File: src/rtl/xseg_pkg.sv
package xseg_pkg;

  typedef enum logic [1:0] {
    SEG_HALF,
    SEG_WORD,
    SEG_BURST
  } seg_kind_e;

  typedef enum logic {
    ST_IDLE,
    ST_RUN
  } seq_state_e;

  localparam logic [2:0] OPC_RD_HALF  = 3'd0;
  localparam logic [2:0] OPC_RD_WORD  = 3'd2;
  localparam logic [2:0] OPC_RD_BURST = 3'd4;

  function automatic logic [2:0] kind_opcode(seg_kind_e kind, logic is_write);
    logic [2:0] base;
    case (kind)
      SEG_HALF: base = OPC_RD_HALF;
      SEG_WORD: base = OPC_RD_WORD;
      default:  base = OPC_RD_BURST;
    endcase
    return base | {2'b00, is_write};
  endfunction

endpackage

File: src/rtl/xseg_rst_sync.sv
module xseg_rst_sync #(
  parameter int STAGES = 2
) (
  input  logic clk,
  input  logic rst_n,
  output logic rst_sync_n
);

  logic [STAGES-1:0] chain_q;

  always_ff @(posedge clk or negedge rst_n) begin
    if (!rst_n) begin
      chain_q <= '0;
    end else begin
      chain_q <= {chain_q[STAGES-2:0], 1'b1};
    end
  end

  assign rst_sync_n = chain_q[STAGES-1];

endmodule

File: src/rtl/xseg_req_check.sv
module xseg_req_check #(
  parameter int LEN_W = 16
) (
  input  logic             addr_lsb,
  input  logic [LEN_W-1:0] len,
  input  logic             is_write,
  output logic             illegal,
  output logic             zero_len,
  output logic             pad_needed,
  output logic [LEN_W:0]   eff_len
);

  // Reads need both address and size even; writes only need the address even.
  always_comb begin
    illegal    = addr_lsb | (~is_write & len[0]);
    pad_needed = is_write & len[0];
    zero_len   = (len == '0);
    eff_len    = {1'b0, len} + {{LEN_W{1'b0}}, pad_needed};
  end

endmodule

File: src/rtl/xseg_width_sel.sv
module xseg_width_sel
  import xseg_pkg::*;
#(
  parameter int REM_W     = 17,
  parameter int BURST_MAX = 240,
  parameter int SEG_LEN_W = 8
) (
  input  logic [2:0]           addr_lo,
  input  logic [REM_W-1:0]     remain,
  input  logic                 is_write,
  output logic [2:0]           opcode,
  output logic [SEG_LEN_W-1:0] seg_len
);

  localparam logic [REM_W-1:0] CAP      = REM_W'(BURST_MAX);
  localparam logic [REM_W-1:0] TWO      = REM_W'(2);
  localparam logic [REM_W-1:0] SIX      = REM_W'(6);

  seg_kind_e        kind;
  logic [REM_W-1:0] rem_rounded;
  logic [REM_W-1:0] burst_len;
  logic             half_pick;
  logic             word_pick;

  always_comb begin
    rem_rounded = {remain[REM_W-1:3], 3'b000};
    burst_len   = (rem_rounded > CAP) ? CAP : rem_rounded;
    // Fixed priority: half first, then word, then burst.
    half_pick   = (addr_lo == 3'd2) || (addr_lo == 3'd6) || (remain == TWO);
    word_pick   = (addr_lo == 3'd4) || (remain <= SIX);
    if (half_pick) begin
      kind    = SEG_HALF;
      seg_len = SEG_LEN_W'(2);
    end else if (word_pick) begin
      kind    = SEG_WORD;
      seg_len = SEG_LEN_W'(4);
    end else begin
      kind    = SEG_BURST;
      seg_len = SEG_LEN_W'(burst_len);
    end
    opcode = kind_opcode(kind, is_write);
  end

endmodule

File: src/rtl/xseg_seq.sv
module xseg_seq
  import xseg_pkg::*;
#(
  parameter int ADDR_W    = 32,
  parameter int REM_W     = 17,
  parameter int SEG_LEN_W = 8
) (
  input  logic                 clk,
  input  logic                 rst_n,
  input  logic                 req_valid,
  output logic                 req_ready,
  input  logic [ADDR_W-1:0]    req_addr,
  input  logic [REM_W-1:0]     req_eff_len,
  input  logic                 req_write,
  input  logic                 req_pad,
  input  logic                 req_illegal,
  input  logic                 req_zero,
  input  logic [SEG_LEN_W-1:0] seg_len,
  input  logic                 seg_ready,
  output logic                 seg_valid,
  output logic [ADDR_W-1:0]    cur_addr,
  output logic [REM_W-1:0]     cur_remain,
  output logic                 cur_write,
  output logic                 seg_pad,
  output logic                 done,
  output logic                 err
);

  seq_state_e        state_q, state_d;
  logic [ADDR_W-1:0] addr_q, addr_d;
  logic [REM_W-1:0]  remain_q, remain_d;
  logic              write_q, write_d;
  logic              pad_q, pad_d;
  logic              done_q, done_d;
  logic              err_q, err_d;
  logic              ctx_en;
  logic              req_fire;
  logic              seg_fire;
  logic              seg_last;
  logic [REM_W-1:0]  seg_len_ext;

  always_comb begin
    req_ready   = (state_q == ST_IDLE);
    seg_valid   = (state_q == ST_RUN);
    req_fire    = req_valid & req_ready;
    seg_fire    = seg_valid & seg_ready;
    seg_len_ext = REM_W'(seg_len);
    seg_last    = (remain_q == seg_len_ext);
  end

  // Next-state process
  always_comb begin
    state_d  = state_q;
    addr_d   = addr_q;
    remain_d = remain_q;
    write_d  = write_q;
    pad_d    = pad_q;
    done_d   = 1'b0;
    err_d    = 1'b0;
    ctx_en   = 1'b0;
    case (state_q)
      ST_IDLE: begin
        if (req_fire) begin
          if (req_illegal) begin
            err_d = 1'b1;
          end else if (req_zero) begin
            done_d = 1'b1;
          end else begin
            ctx_en   = 1'b1;
            state_d  = ST_RUN;
            addr_d   = req_addr;
            remain_d = req_eff_len;
            write_d  = req_write;
            pad_d    = req_pad;
          end
        end
      end
      default: begin
        if (seg_fire) begin
          ctx_en   = 1'b1;
          addr_d   = addr_q + ADDR_W'(seg_len);
          remain_d = remain_q - seg_len_ext;
          if (seg_last) begin
            state_d = ST_IDLE;
            done_d  = 1'b1;
          end
        end
      end
    endcase
  end

  // Register process
  always_ff @(posedge clk or negedge rst_n) begin
    if (!rst_n) begin
      state_q <= ST_IDLE;
      done_q  <= 1'b0;
      err_q   <= 1'b0;
    end else begin
      state_q <= state_d;
      done_q  <= done_d;
      err_q   <= err_d;
    end
  end

  always_ff @(posedge clk or negedge rst_n) begin
    if (!rst_n) begin
      addr_q   <= '0;
      remain_q <= '0;
      write_q  <= 1'b0;
      pad_q    <= 1'b0;
    end else if (ctx_en) begin
      addr_q   <= addr_d;
      remain_q <= remain_d;
      write_q  <= write_d;
      pad_q    <= pad_d;
    end
  end

  assign cur_addr   = addr_q;
  assign cur_remain = remain_q;
  assign cur_write  = write_q;
  assign seg_pad    = seg_valid & pad_q & seg_last;
  assign done       = done_q;
  assign err        = err_q;

  AST_STALL_HOLD: assert property (@(posedge clk) disable iff (!rst_n)
    seg_valid && !seg_ready |=> seg_valid && $stable(cur_addr) && $stable(cur_remain));

  AST_ERR_FROM_REQ: assert property (@(posedge clk) disable iff (!rst_n)
    err |-> $past(req_fire) && !seg_valid);

  AST_DONE_IDLE: assert property (@(posedge clk) disable iff (!rst_n)
    done |-> req_ready && !seg_valid);

  AST_ONE_OUTCOME: assert property (@(posedge clk) disable iff (!rst_n)
    !(done && err));

endmodule

File: src/rtl/xfer_segmenter.sv
module xfer_segmenter
  import xseg_pkg::*;
#(
  parameter int ADDR_W    = 32,
  parameter int LEN_W     = 16,
  parameter int BURST_MAX = 240,
  parameter int SEG_LEN_W = 8
) (
  input  logic                 clk,
  input  logic                 rst_n,
  input  logic                 req_valid,
  output logic                 req_ready,
  input  logic [ADDR_W-1:0]    req_addr,
  input  logic [LEN_W-1:0]     req_len,
  input  logic                 req_write,
  output logic                 seg_valid,
  input  logic                 seg_ready,
  output logic [2:0]           seg_opcode,
  output logic [ADDR_W-1:0]    seg_addr,
  output logic [SEG_LEN_W-1:0] seg_len,
  output logic                 seg_pad,
  output logic                 done,
  output logic                 err
);

  localparam int REM_W = LEN_W + 1;

  logic             rst_sync_n;
  logic             chk_illegal;
  logic             chk_zero;
  logic             chk_pad;
  logic [REM_W-1:0] chk_eff_len;
  logic [REM_W-1:0] cur_remain;
  logic             cur_write;

  xseg_rst_sync #(.STAGES(2)) u_rst_sync (
    .clk        (clk),
    .rst_n      (rst_n),
    .rst_sync_n (rst_sync_n)
  );

  xseg_req_check #(.LEN_W(LEN_W)) u_req_check (
    .addr_lsb   (req_addr[0]),
    .len        (req_len),
    .is_write   (req_write),
    .illegal    (chk_illegal),
    .zero_len   (chk_zero),
    .pad_needed (chk_pad),
    .eff_len    (chk_eff_len)
  );

  xseg_width_sel #(
    .REM_W     (REM_W),
    .BURST_MAX (BURST_MAX),
    .SEG_LEN_W (SEG_LEN_W)
  ) u_width_sel (
    .addr_lo  (seg_addr[2:0]),
    .remain   (cur_remain),
    .is_write (cur_write),
    .opcode   (seg_opcode),
    .seg_len  (seg_len)
  );

  xseg_seq #(
    .ADDR_W    (ADDR_W),
    .REM_W     (REM_W),
    .SEG_LEN_W (SEG_LEN_W)
  ) u_seq (
    .clk         (clk),
    .rst_n       (rst_sync_n),
    .req_valid   (req_valid),
    .req_ready   (req_ready),
    .req_addr    (req_addr),
    .req_eff_len (chk_eff_len),
    .req_write   (req_write),
    .req_pad     (chk_pad),
    .req_illegal (chk_illegal),
    .req_zero    (chk_zero),
    .seg_len     (seg_len),
    .seg_ready   (seg_ready),
    .seg_valid   (seg_valid),
    .cur_addr    (seg_addr),
    .cur_remain  (cur_remain),
    .cur_write   (cur_write),
    .seg_pad     (seg_pad),
    .done        (done),
    .err         (err)
  );

  AST_HALF_ALIGNED: assert property (@(posedge clk) disable iff (!rst_sync_n)
    seg_valid && seg_len == SEG_LEN_W'(2) |-> seg_addr[0] == 1'b0 && seg_opcode[2:1] == 2'b00);

  AST_WORD_ALIGNED: assert property (@(posedge clk) disable iff (!rst_sync_n)
    seg_valid && seg_len == SEG_LEN_W'(4) |-> seg_addr[1:0] == 2'b00 && seg_opcode[2:1] == 2'b01);

  AST_BURST_SHAPE: assert property (@(posedge clk) disable iff (!rst_sync_n)
    seg_valid && seg_len > SEG_LEN_W'(4) |->
      seg_addr[2:0] == 3'b000 && seg_len[2:0] == 3'b000 &&
      seg_len <= SEG_LEN_W'(BURST_MAX) && seg_opcode[2:1] == 2'b10);

  AST_OPCODE_DIR: assert property (@(posedge clk) disable iff (!rst_sync_n)
    seg_valid |-> seg_opcode[0] == cur_write);

  AST_ADDR_STEP: assert property (@(posedge clk) disable iff (!rst_sync_n)
    seg_valid && seg_ready && !done && cur_remain != REM_W'(seg_len) |=>
      seg_valid && seg_addr == $past(seg_addr) + ADDR_W'($past(seg_len)));

  AST_PAD_WRITE: assert property (@(posedge clk) disable iff (!rst_sync_n)
    seg_pad |-> seg_opcode[0] && seg_valid);

endmodule

File: config.mk
export PLATFORM = sky130hd
export DESIGN_NAME = xfer_segmenter
export DESIGN_NICKNAME = d
export VERILOG_FILES = /design/src/rtl/xseg_pkg.sv /design/src/rtl/xseg_rst_sync.sv /design/src/rtl/xseg_req_check.sv /design/src/rtl/xseg_width_sel.sv /design/src/rtl/xseg_seq.sv /design/src/rtl/xfer_segmenter.sv
export SDC_FILE = /design/constraint.sdc
export NUM_CORES = 1
export LEC_CHECK = 0
export BUFFER_PORTS_ARGS = -buffer_cell sky130_fd_sc_hd__buf_2
export CORE_ASPECT_RATIO = 0.75
export CORE_MARGIN = 1
export CORE_UTILIZATION = 59
export DETAILED_ROUTE_END_ITERATION = 12
export PLACE_DENSITY = 0.94
export SYNTH_ARGS = -nofsm -noshare
export SYNTH_HDL_FRONTEND = slang
export SYNTH_SLANG_ARGS = --single-unit
File: constraint.sdc
create_clock -name clk -period 8.2 [get_ports clk]
set_input_delay 0.82 -clock clk [delete_from_list [all_inputs] [get_ports clk]]
set_output_delay 0.82 -clock clk [all_outputs]
set_load 0.05 [all_outputs]
==> impl_metrics.tcl <==
set metrics [dict create \
    critPathRequiredTime_ps 8440 \
    crit_start "u_seq.cur_remain[8]" \
    final_antenna_net_count 0 \
    slew_viol_final 0 \
    skew_ps 16.9 \
    finalSetupTns_ps 0 \
    setup_ws_ps 3320 \
    antenna_cells 0 \
    clkLatencyLatePin_ps 330 \
    yosys-top-cells-count "dfrtp_1, nand2_1, o21ai_0" \
    p_leak_nw 2.23 \
    initial_core_util_pct 61.5 \
    crit_chain "nor4_1, nand3b_1, nor3_1, a21oi_1, o221ai_1, inv_1, fa_1, a211oi_1, nor3_1, o2111ai_1, nor2_1, and3b_2, nor3_1" \
    num_vias 4460 \
    coreArea_mm2 0.00686 \
    cp_max_fo 8 \
    slowest_delay_ps 730 \
    post-route-util_pct 70.3 \
    die_h_um 75.3 \
    swShare_pct 56.8 \
    startpoint_type "flop" \
    grt_pass1_wl_mm 19.3 \
    num_rows 26 \
    ys_warn_count 0 \
    area_growth_pct 14.3 \
    synth_nets 573 \
    cts_sinks 56 \
    synth_top_area_share_pct 33.2 \
    antenna_found_initial 0 \
    synth_edf_count 0 \
    clk_path_buf_depth 2 \
    min_period_ps 4880 \
    crit_buf_inv 1 \
    finalHoldViolCount 0 \
    dpl.hpwl_mm 8.57 \
    total_power_mw 2.12 \
    drtIter0Drc 496 \
    criticalPathCategory "reg2reg" \
    fin_crit_sh_pct 59.5 \
    yosys-top-cells-area "dfrtp_1, o21ai_0, nand2_1" \
    drive_above_1_share_pct 22.2 \
    htreeDepth 2 \
    combPwrFrac_pct 67.6 \
    ys_seq_area_share_pct 33.2 \
    p_sw_mw 1.20 \
    fill_cells 558 \
    routedWlPerCell_um 17.6 \
    yosys.area.top_type "dfrtp_1" \
    overflow 0 \
    ctsHoldBuffers 0 \
    pre_cts_ws_ps 3550 \
    grt_max_degree 55 \
    synth_flop_cell "dfrtp_1" \
    io_buffers 99 \
    drcViolationCount 0 \
    holdWs_ps 260 \
    firstDrtPassIters 6 \
    tritoncts "done" \
    r2r_start "u_seq.cur_remain[8]" \
    async_flop_share_pct 100 \
    synth_cell_types 70 \
    status "finished clean" \
    netlist_area_mm2 0.00422 \
    cp_common_cell "nor3_1" \
    maxCapViolCount 0 \
    final-setup-viol-count 0 \
    seqPwrFrac_pct 25.1 \
    cts_resized 0 \
    multi_input_area_mm2 0.00260 \
    io_pins 101 \
    grt_pass1_vias 4002 \
    die_w_um 99.7 \
    cp-end-kind "flop" \
    fmax_mhz 205 \
    p_int_mw 0.916 \
    slowest_stage "o2111ai_1" \
    avgSynthCellArea_um2 8.40 \
    cp_data_arrival_time_ps 5120 \
    path_clk_slew_ps 110 \
    routed_wl_mm 12.1 \
    via_per_inst 6.48 \
    yosysMostFrequentCell "dfrtp_1" \
    pwr-share-clk_pct 7.3 \
    path_delay_family "simple AND/OR/NAND/NOR gates" \
    peakVddDrop_mv 0.282 \
    die_area_mm2 0.00750 \
    synth_cells 503 \
    hp-class "in2async" \
    grt_setup_unrepaired "no" \
    cts_setup_buffers 0 \
    power.density_mw_per_mm2 439 \
    relSlewSlack_pct 17.6 \
    cts_buffers 5 \
    cts_root_buffer "clkbuf_8" \
    place_congestion 0.912 \
    ys_seq_elements 56 \
    grt_use_total_pct 33.1 \
    regArea_mm2 0.00140 \
    worst_pin_slew_ps 1240 \
    final_nets 659 \
]
[per-stage QoR]
step           instances  cell area, um2
2_1_floorplan        503            4220
3_3_place_gp         680            4740
3_5_place_dp         680            4740
4_1_cts              688            4830
5_1_grt              688            4830
6_report             688            4830
[path summary, 6_finish.rpt]
kind                                    endpoint  slack [ps]  cells after the start
setup / recovery              u_seq.cur_addr[29]        3320                     13
hold / removal             u_rst_sync.chain_q[1]         260                      1
setup reg to reg              u_seq.cur_addr[29]        3320                     13
hold reg to reg            u_rst_sync.chain_q[1]         360                      0
max in group asynchronous     u_seq.cur_addr[11]        7340                      1
min in group clk           u_rst_sync.chain_q[1]         360                      0
[flip-flops by register name, summed over array words and instances, names as in the netlist]
register / cells
u_rst_sync.chain_q: 2
u_seq.cur_addr: 32
u_seq.cur_remain: 17
u_seq.cur_write: 1
u_seq.done: 1
u_seq.err: 1
u_seq.pad_q: 1
u_seq.seg_valid: 1
[final cells by class]
| class | instances | share of cell area (%) |
|---|---|---|
| clock inverter | 3 | 0.389 |
| sequential | 56 | 29.0 |
| tap | 98 | 2.54 |
| multi-input combinational | 401 | 53.9 |
| timing repair buffer | 104 | 11.0 |
| inverter | 21 | 1.63 |
| clock buffer | 5 | 1.43 |
[placed cells by master, fill, tap and decap left out, types with 9 or more instances in the layout]
cell type / Yosys / routed
a21oi_1: 37 / 37
dfrtp_1: 56 / 55
nand3_1: 13 / 13
nor2_1: 32 / 31
buf_2: 3 / 99
ha_1: 15 / 15
inv_1: 20 / 20
a211oi_1: 10 / 10
nand4_1: 9 / 9
nand2_1: 53 / 53
o21ai_0: 41 / 41
nor3_1: 21 / 21
xor2_1: 11 / 11
and3_1: 9 / 9
mux2i_1: 11 / 11
[power by group through the flow]
stage / combinational (mW) / clock [mW] / sequential (mW)
2_1_floorplan: 0.883 / 0 / 0.733
3_3_place_gp: 1.35 / 0 / 0.517
3_5_place_dp: 1.41 / 0 / 0.524
4_1_cts: 1.41 / 0.157 / 0.522
5_1_grt: 1.55 / 0.166 / 0.545
6_report: 1.43 / 0.155 / 0.531
[per-layer routing]
metal  part of all wire (%)  routed length, um  global-route usage (%)
met4                    2.1                259                    10.3
met3                     10               1250                    6.22
met5                      0                  0                       0
met2                     45               5410                    51.8
met1                     43               5190                    46.9
[cell families after synthesis]
family / count (synthesis) / synth area share (%)
compound gates: 157 / 24.7
xor+xnor: 18 / 3.73
fa+ha+maj: 17 / 5.39
buf+inv: 46 / 5.21
flops: 56 / 33.2
mux: 15 / 3.67
other cells: 2 / 0.178
simple gates: 192 / 24.0
(Power assumes the default switching activity.)
